--- config.mk ---
export PLATFORM = sky130hd
export DESIGN_NAME = led_sequencer
export DESIGN_NICKNAME = d
export VERILOG_FILES = /design/src/rtl/led_seq_pkg.sv /design/src/rtl/sec_prescaler.sv /design/src/rtl/slot_counter.sv /design/src/rtl/led_window.sv /design/src/rtl/led_sequencer.sv
export SDC_FILE = /design/constraint.sdc
export NUM_CORES = 1
export LEC_CHECK = 0
export ABC_CLOCK_PERIOD_IN_PS = 2200
export BUFFER_PORTS_ARGS = -buffer_cell sky130_fd_sc_hd__buf_4
export CAP_MARGIN = 40
export CORE_ASPECT_RATIO = 1.25
export CORE_MARGIN = 5
export CORE_UTILIZATION = 40
export CTS_CLUSTER_SIZE = 12
export DETAILED_ROUTE_END_ITERATION = 6
export GPL_TIMING_DRIVEN = 0
export PLACE_DENSITY = 0.59
export SYNTH_ARGS = -nofsm -noshare
export SYNTH_HDL_FRONTEND = slang
export SYNTH_SLANG_ARGS = --single-unit
export TNS_END_PERCENT = 5
--- constraint.sdc ---
create_clock -name clk -period 2.2 [get_ports clk]
set_input_delay 0 -clock clk [delete_from_list [all_inputs] [get_ports clk]]
set_output_delay 0 -clock clk [all_outputs]
set_load 0.03 [all_outputs]
--- src/rtl/led_seq_pkg.sv ---
package led_seq_pkg;

    // first slot in which lamp k is lit: 1, 3, 6, 10, ...
    function automatic int lit_first(input int k);
        return ((k + 1) * (k + 2)) / 2;
    endfunction

    // last slot in which lamp k is lit (lamp k lit for k+1 slots)
    function automatic int lit_last(input int k);
        return lit_first(k) + k;
    endfunction

    // slots in a frame: each lamp contributes a gap slot plus its lit slots
    function automatic int frame_len(input int n);
        return (n * (n + 3)) / 2;
    endfunction

    function automatic int bits_for(input int v);
        return (v <= 2) ? 1 : $clog2(v);
    endfunction

endpackage

--- src/rtl/sec_prescaler.sv ---
module sec_prescaler #(
    parameter int CYCLES_PER_SEC = 50_000_000
) (
    input  logic clk,
    input  logic rst,
    output logic tick
);
    import led_seq_pkg::*;

    localparam int CW = bits_for(CYCLES_PER_SEC);
    localparam logic [CW-1:0] LAST = CW'(CYCLES_PER_SEC - 1);

    logic [CW-1:0] count;

    assign tick = (count == LAST);

    always_ff @(posedge clk) begin
        if (rst)       count <= '0;
        else if (tick) count <= '0;
        else           count <= count + 1'b1;
    end
endmodule

--- src/rtl/slot_counter.sv ---
module slot_counter #(
    parameter int FRAME = 14,
    parameter int SW    = 4
) (
    input  logic          clk,
    input  logic          rst,
    input  logic          tick,
    output logic [SW-1:0] slot,
    output logic [SW-1:0] slot_next
);
    localparam logic [SW-1:0] TOP = SW'(FRAME - 1);

    assign slot_next = (slot == TOP) ? '0 : slot + 1'b1;

    always_ff @(posedge clk) begin
        if (rst)       slot <= '0;
        else if (tick) slot <= slot_next;
    end
endmodule

--- src/rtl/led_window.sv ---
module led_window #(
    parameter int SW    = 4,
    parameter int FIRST = 1,
    parameter int LAST  = 1
) (
    input  logic          clk,
    input  logic          rst,
    input  logic          tick,
    input  logic [SW-1:0] slot_next,
    output logic          lamp_n
);
    localparam logic [SW-1:0] LO = SW'(FIRST);
    localparam logic [SW-1:0] HI = SW'(LAST);

    logic lit_next;
    assign lit_next = (slot_next >= LO) && (slot_next <= HI);

    always_ff @(posedge clk) begin
        if (rst)       lamp_n <= 1'b1;
        else if (tick) lamp_n <= ~lit_next;
    end
endmodule

--- src/rtl/led_sequencer.sv ---
module led_sequencer #(
    parameter int CYCLES_PER_SEC = 50_000_000,
    parameter int N_LEDS         = 4
) (
    input  logic              clk,
    input  logic              rst,
    output logic [N_LEDS-1:0] led_n
);
    import led_seq_pkg::*;

    localparam int FRAME = frame_len(N_LEDS);
    localparam int SW    = bits_for(FRAME);

    logic          tick;
    logic [SW-1:0] slot;
    logic [SW-1:0] slot_next;

    sec_prescaler #(.CYCLES_PER_SEC(CYCLES_PER_SEC)) u_pre (
        .clk (clk),
        .rst (rst),
        .tick(tick)
    );

    slot_counter #(.FRAME(FRAME), .SW(SW)) u_slot (
        .clk      (clk),
        .rst      (rst),
        .tick     (tick),
        .slot     (slot),
        .slot_next(slot_next)
    );

    for (genvar k = 0; k < N_LEDS; k++) begin : g_lamp
        led_window #(
            .SW   (SW),
            .FIRST(lit_first(k)),
            .LAST (lit_last(k))
        ) u_win (
            .clk      (clk),
            .rst      (rst),
            .tick     (tick),
            .slot_next(slot_next),
            .lamp_n   (led_n[k])
        );
    end
endmodule

==> flow_summary_export.csv <==
group,metric,value,unit
final_layout,final_layout_size_suffix_gt1_share,16.90,%
routing,routed_wl,3.977,mm
pwr,pwr_density_cell,616.4,nW/um2
grt,first_global_vias,1514,
worst_setup_path,max_stage_delay,0.53,ns
logic_synthesis,postSynth.asyncResetShare,0,%
timing,hold-worst-slack,0.4516,ns
worst_setup_path,crit_path_max_fanout,10,
grt,grt_pass1_wl,6.817,mm
worst_setup_path,worstRegToRegCells,5,
cts,cts_inserted_buffers,5,
cts,cts_sinks,34,
floorplanning,die_y,83.33,um
floorplanning,floorplan.core_area,4131,um2
final_layout,syn2layout_area_growth,14.98,%
worst_setup_path,worstPathBufferInverterCount,1,
logic_synthesis,ys_seq_elements,34,
floorplanning,io_pins,6,
floorplanning,die_w,68.66,um
timing,report.final.hold_viol_count,0,
routing,detailedRoute.firstIterationViolations,108,
cts,clockRootBuffer,"clkbuf_8",
timing,layout_worst_path_cycle_share,96.70,%
placed_design,post_detailed_placement_half_perimeter_wirelength,2.920,mm
final_layout,final_common_cell,"dfxtp_1",
timing,fmax,470.1,MHz
cts,tritoncts_clock_tree,"built",
final_layout,layout_common_cells,"dfxtp_1, a21oi_1, nand3_1, nor2_1, nand2_1",
cts,htree_num_levels,2,
timing,slew_hr,64.55,%
placed_design,finalWeightedCongestion,0.8091,
logic_synthesis,synth_edf_count,0,
routing,drcViolationCount,0,
worst_setup_path,worst-r2r-setup-slack,0.07,ns
grt,antenna_found_initial,0,
logic_synthesis,ys_seq_area_share,39.56,%
floorplanning,rows,26,
logic_synthesis,ys.warnings.count,0,
timing,transition_time_at_the_pin_with_the_least_slew_margin,0.5279,ns
job,maxCapViolations,0,
timing,timing_max_transition_violations_final,0,
worst_setup_path,critPathKind,"reg -> reg",
worst_setup_path,timing.critical_path.from_type,"register",
timing,setup-violations-final,0,
timing,worst_clock_skew,0.007693,ns
worst_setup_path,critPathCaptureType,"register",
hold_path,hold_class,"in -> reg",
worst_setup_path,cp_slowest_cell,"or4b_4",
logic_synthesis,syn_nets,200,
logic_synthesis,synth_flop_type,"dfxtp_1",
timing,period_minus_ws_final,2.127,ns
timing,fin_tns_setup,0,ns
grt,gr-usage-all-layers,15.24,%
routing,via_per_inst,5.807,
hold_path,hold-path-cell-count,3,
logic_synthesis,synth_area,1720,um2
logic_synthesis,postSynthAreaPerCell,8.733,um2
final_layout,insertedDiodeCount,0,
routing,drtPass1Iterations,4,
hold_path,hold_start,"rst",
routing,ant_nets,0,
pwr,total_power,1.219,mW
worst_setup_path,critical_path_arrival,2.29,ns
grt,grt_overflow,0,
grt,grt_start_max_net_pins,12,
pwr,leakagePower,0.6326,nW
worst_setup_path,cp_top_delay_family,"simple AND/OR/NAND/NOR gates",
final_layout,layout.nets,215,
placed_design,numPortBuffers,5,
cts,path_clk_slew,0.07,ns
pwr,max-vdd-ir-drop,0.0003109,V
worst_setup_path,r2r_end,"u_pre.count[20]$_SDFF_PP0_",
outcome,run_status,"finished, final reports clean",
floorplanning,floorplan.initialDensity,41.64,%
floorplanning,die_area,5721,um2
routing,wl_per_cell,14.78,um
logic_synthesis,netlist_instances,197,
worst_setup_path,worst_ep_required_time,2.37,ns
worst_setup_path,rr_startpoint,"u_pre.count[12]$_SDFF_PP0_",
logic_synthesis,synth_cell_types,35,
hold_path,worst_hold_path_endpoint,"u_slot.slot[1]$_SDFFE_PP0N_",
worst_setup_path,crit_path_cell_trace,"or4b_4 > or4_4 > o21ai_4 > buf_6 > a21oi_1",
cts,number_of_buffers_on_the_longest_clock_path,2,
routing,num_vias,1562,
cts,clk_latency,0.29,ns
[kinds of logic (layout without fill, tap and decap cells)]
group	count (synthesis)	in the layout	synth area share, %
flops	34	34	39.56
buf+inv	14	30	5.017
simple gates	91	91	33.02
fa+ha+maj	1	1	0.7272
compound gates	46	46	16.07
xor+xnor	11	11	5.600
[worst reg2reg max path, delay by kind of cell, from the launching register on]
family / cells / cell delay [ns]
flops: 1 / 0.44
compound gates: 2 / 0.36
buf+inv: 1 / 0.20
simple gates: 2 / 1.01
[synthesized netlist by cell type (5+ instances only)]
master	n	area share, %
dfxtp_1	34	40
a21oi_1	22	6.4
nand3_1	14	4.1
nor2_1	14	3.1
nand2_1	12	2.6
o31ai_1	11	4.8
nand4_1	10	3.6
o21ai_0	10	2.9
or4_1	9	3.9
xnor2_1	6	3.1
and3_1	5	1.8
or3_1	5	1.8
xor2_1	5	2.5
[how the worst max path moves through the flow]
| stage | start | end | slack, ns | cells past startpoint |
|---|---|---|---|---|
| after floorplan | u_pre.count[16]$_SDFF_PP0_ | u_pre.count[21]$_SDFF_PP0_ | 0.33 | 5 |
| after global placement | u_pre.count[0]$_SDFF_PP0_ | u_pre.count[21]$_SDFF_PP0_ | 0.10 | 6 |
| after detailed placement | u_pre.count[0]$_SDFF_PP0_ | u_pre.count[23]$_SDFF_PP0_ | 0.08 | 6 |
| after CTS | u_pre.count[0]$_SDFF_PP0_ | u_pre.count[20]$_SDFF_PP0_ | 0.06 | 6 |
| after global routing | u_pre.count[12]$_SDFF_PP0_ | u_pre.count[22]$_SDFF_PP0_ | -0.007 | 5 |
| final | u_pre.count[12]$_SDFF_PP0_ | u_pre.count[20]$_SDFF_PP0_ | 0.07 | 5 |
[sequential cells by signal, indices dropped and copies added (netlist names)]
signal               flops
u_slot.slot              4
u_pre.count             26
g_lamp.u_win.lamp_n      4
[metrics by stage]
step | std cells | util (%) | cell area [um2] | setup slack [ns]
2_1_floorplan | 197 | - | 1720 | 0.3264
3_3_place_gp | 258 | 44.25 | 1828 | 0.1009
3_5_place_dp | 258 | 44.25 | 1828 | 0.08405
4_1_cts | 267 | 47.12 | 1947 | 0.06421
5_1_grt | 269 | 47.88 | 1978 | -0.007192
6_report | 269 | 47.88 | 1978 | 0.07269
[per-layer routing]
| metal | wire [um] | part of all wire (%) | up-vias | GRT usage (%) |
|---|---|---|---|---|
| met4 | 61 | 1.5 | 0 | 4.882 |
| met5 | 0 | 0 | - | 0 |
| met1 | 1629 | 41 | 750 | 18.38 |
| met2 | 2132 | 54 | 35 | 25.63 |
| met3 | 154 | 3.9 | 6 | 3.649 |
| li1 | - | - | 771 | - |
[what timing repair did]
item | CTS | global route
hold buffers | 1 | 0
hold endpoints to repair | 4 | 0
buffers inserted | 0 | 2
gates resized for setup | 0 | 4
endpoints found under the setup margin | 0 | 22
[power breakdown]
group / leakage, nW / internal, mW / switching [mW]
logic: 0.300 / 0.0138 / 0.0162
clock network: 0.0579 / 0.333 / 0.229
registers: 0.275 / 0.620 / 0.00727
total: 0.633 / 0.967 / 0.252
[area by class of cell]
type | count | area, um2
Fill cell | 420 | 2153
Sequential cell | 34 | 681.9
Clock buffer | 5 | 68.82
Buffer | 10 | 71.32
Inverter | 4 | 15.01
Clock inverter | 3 | 40.04
Timing Repair Buffer | 8 | 62.56
Tap cell | 56 | 70.07
Multi-Input combinational cell | 149 | 968.4
Note: power is estimated with default switching activity, not from simulation.
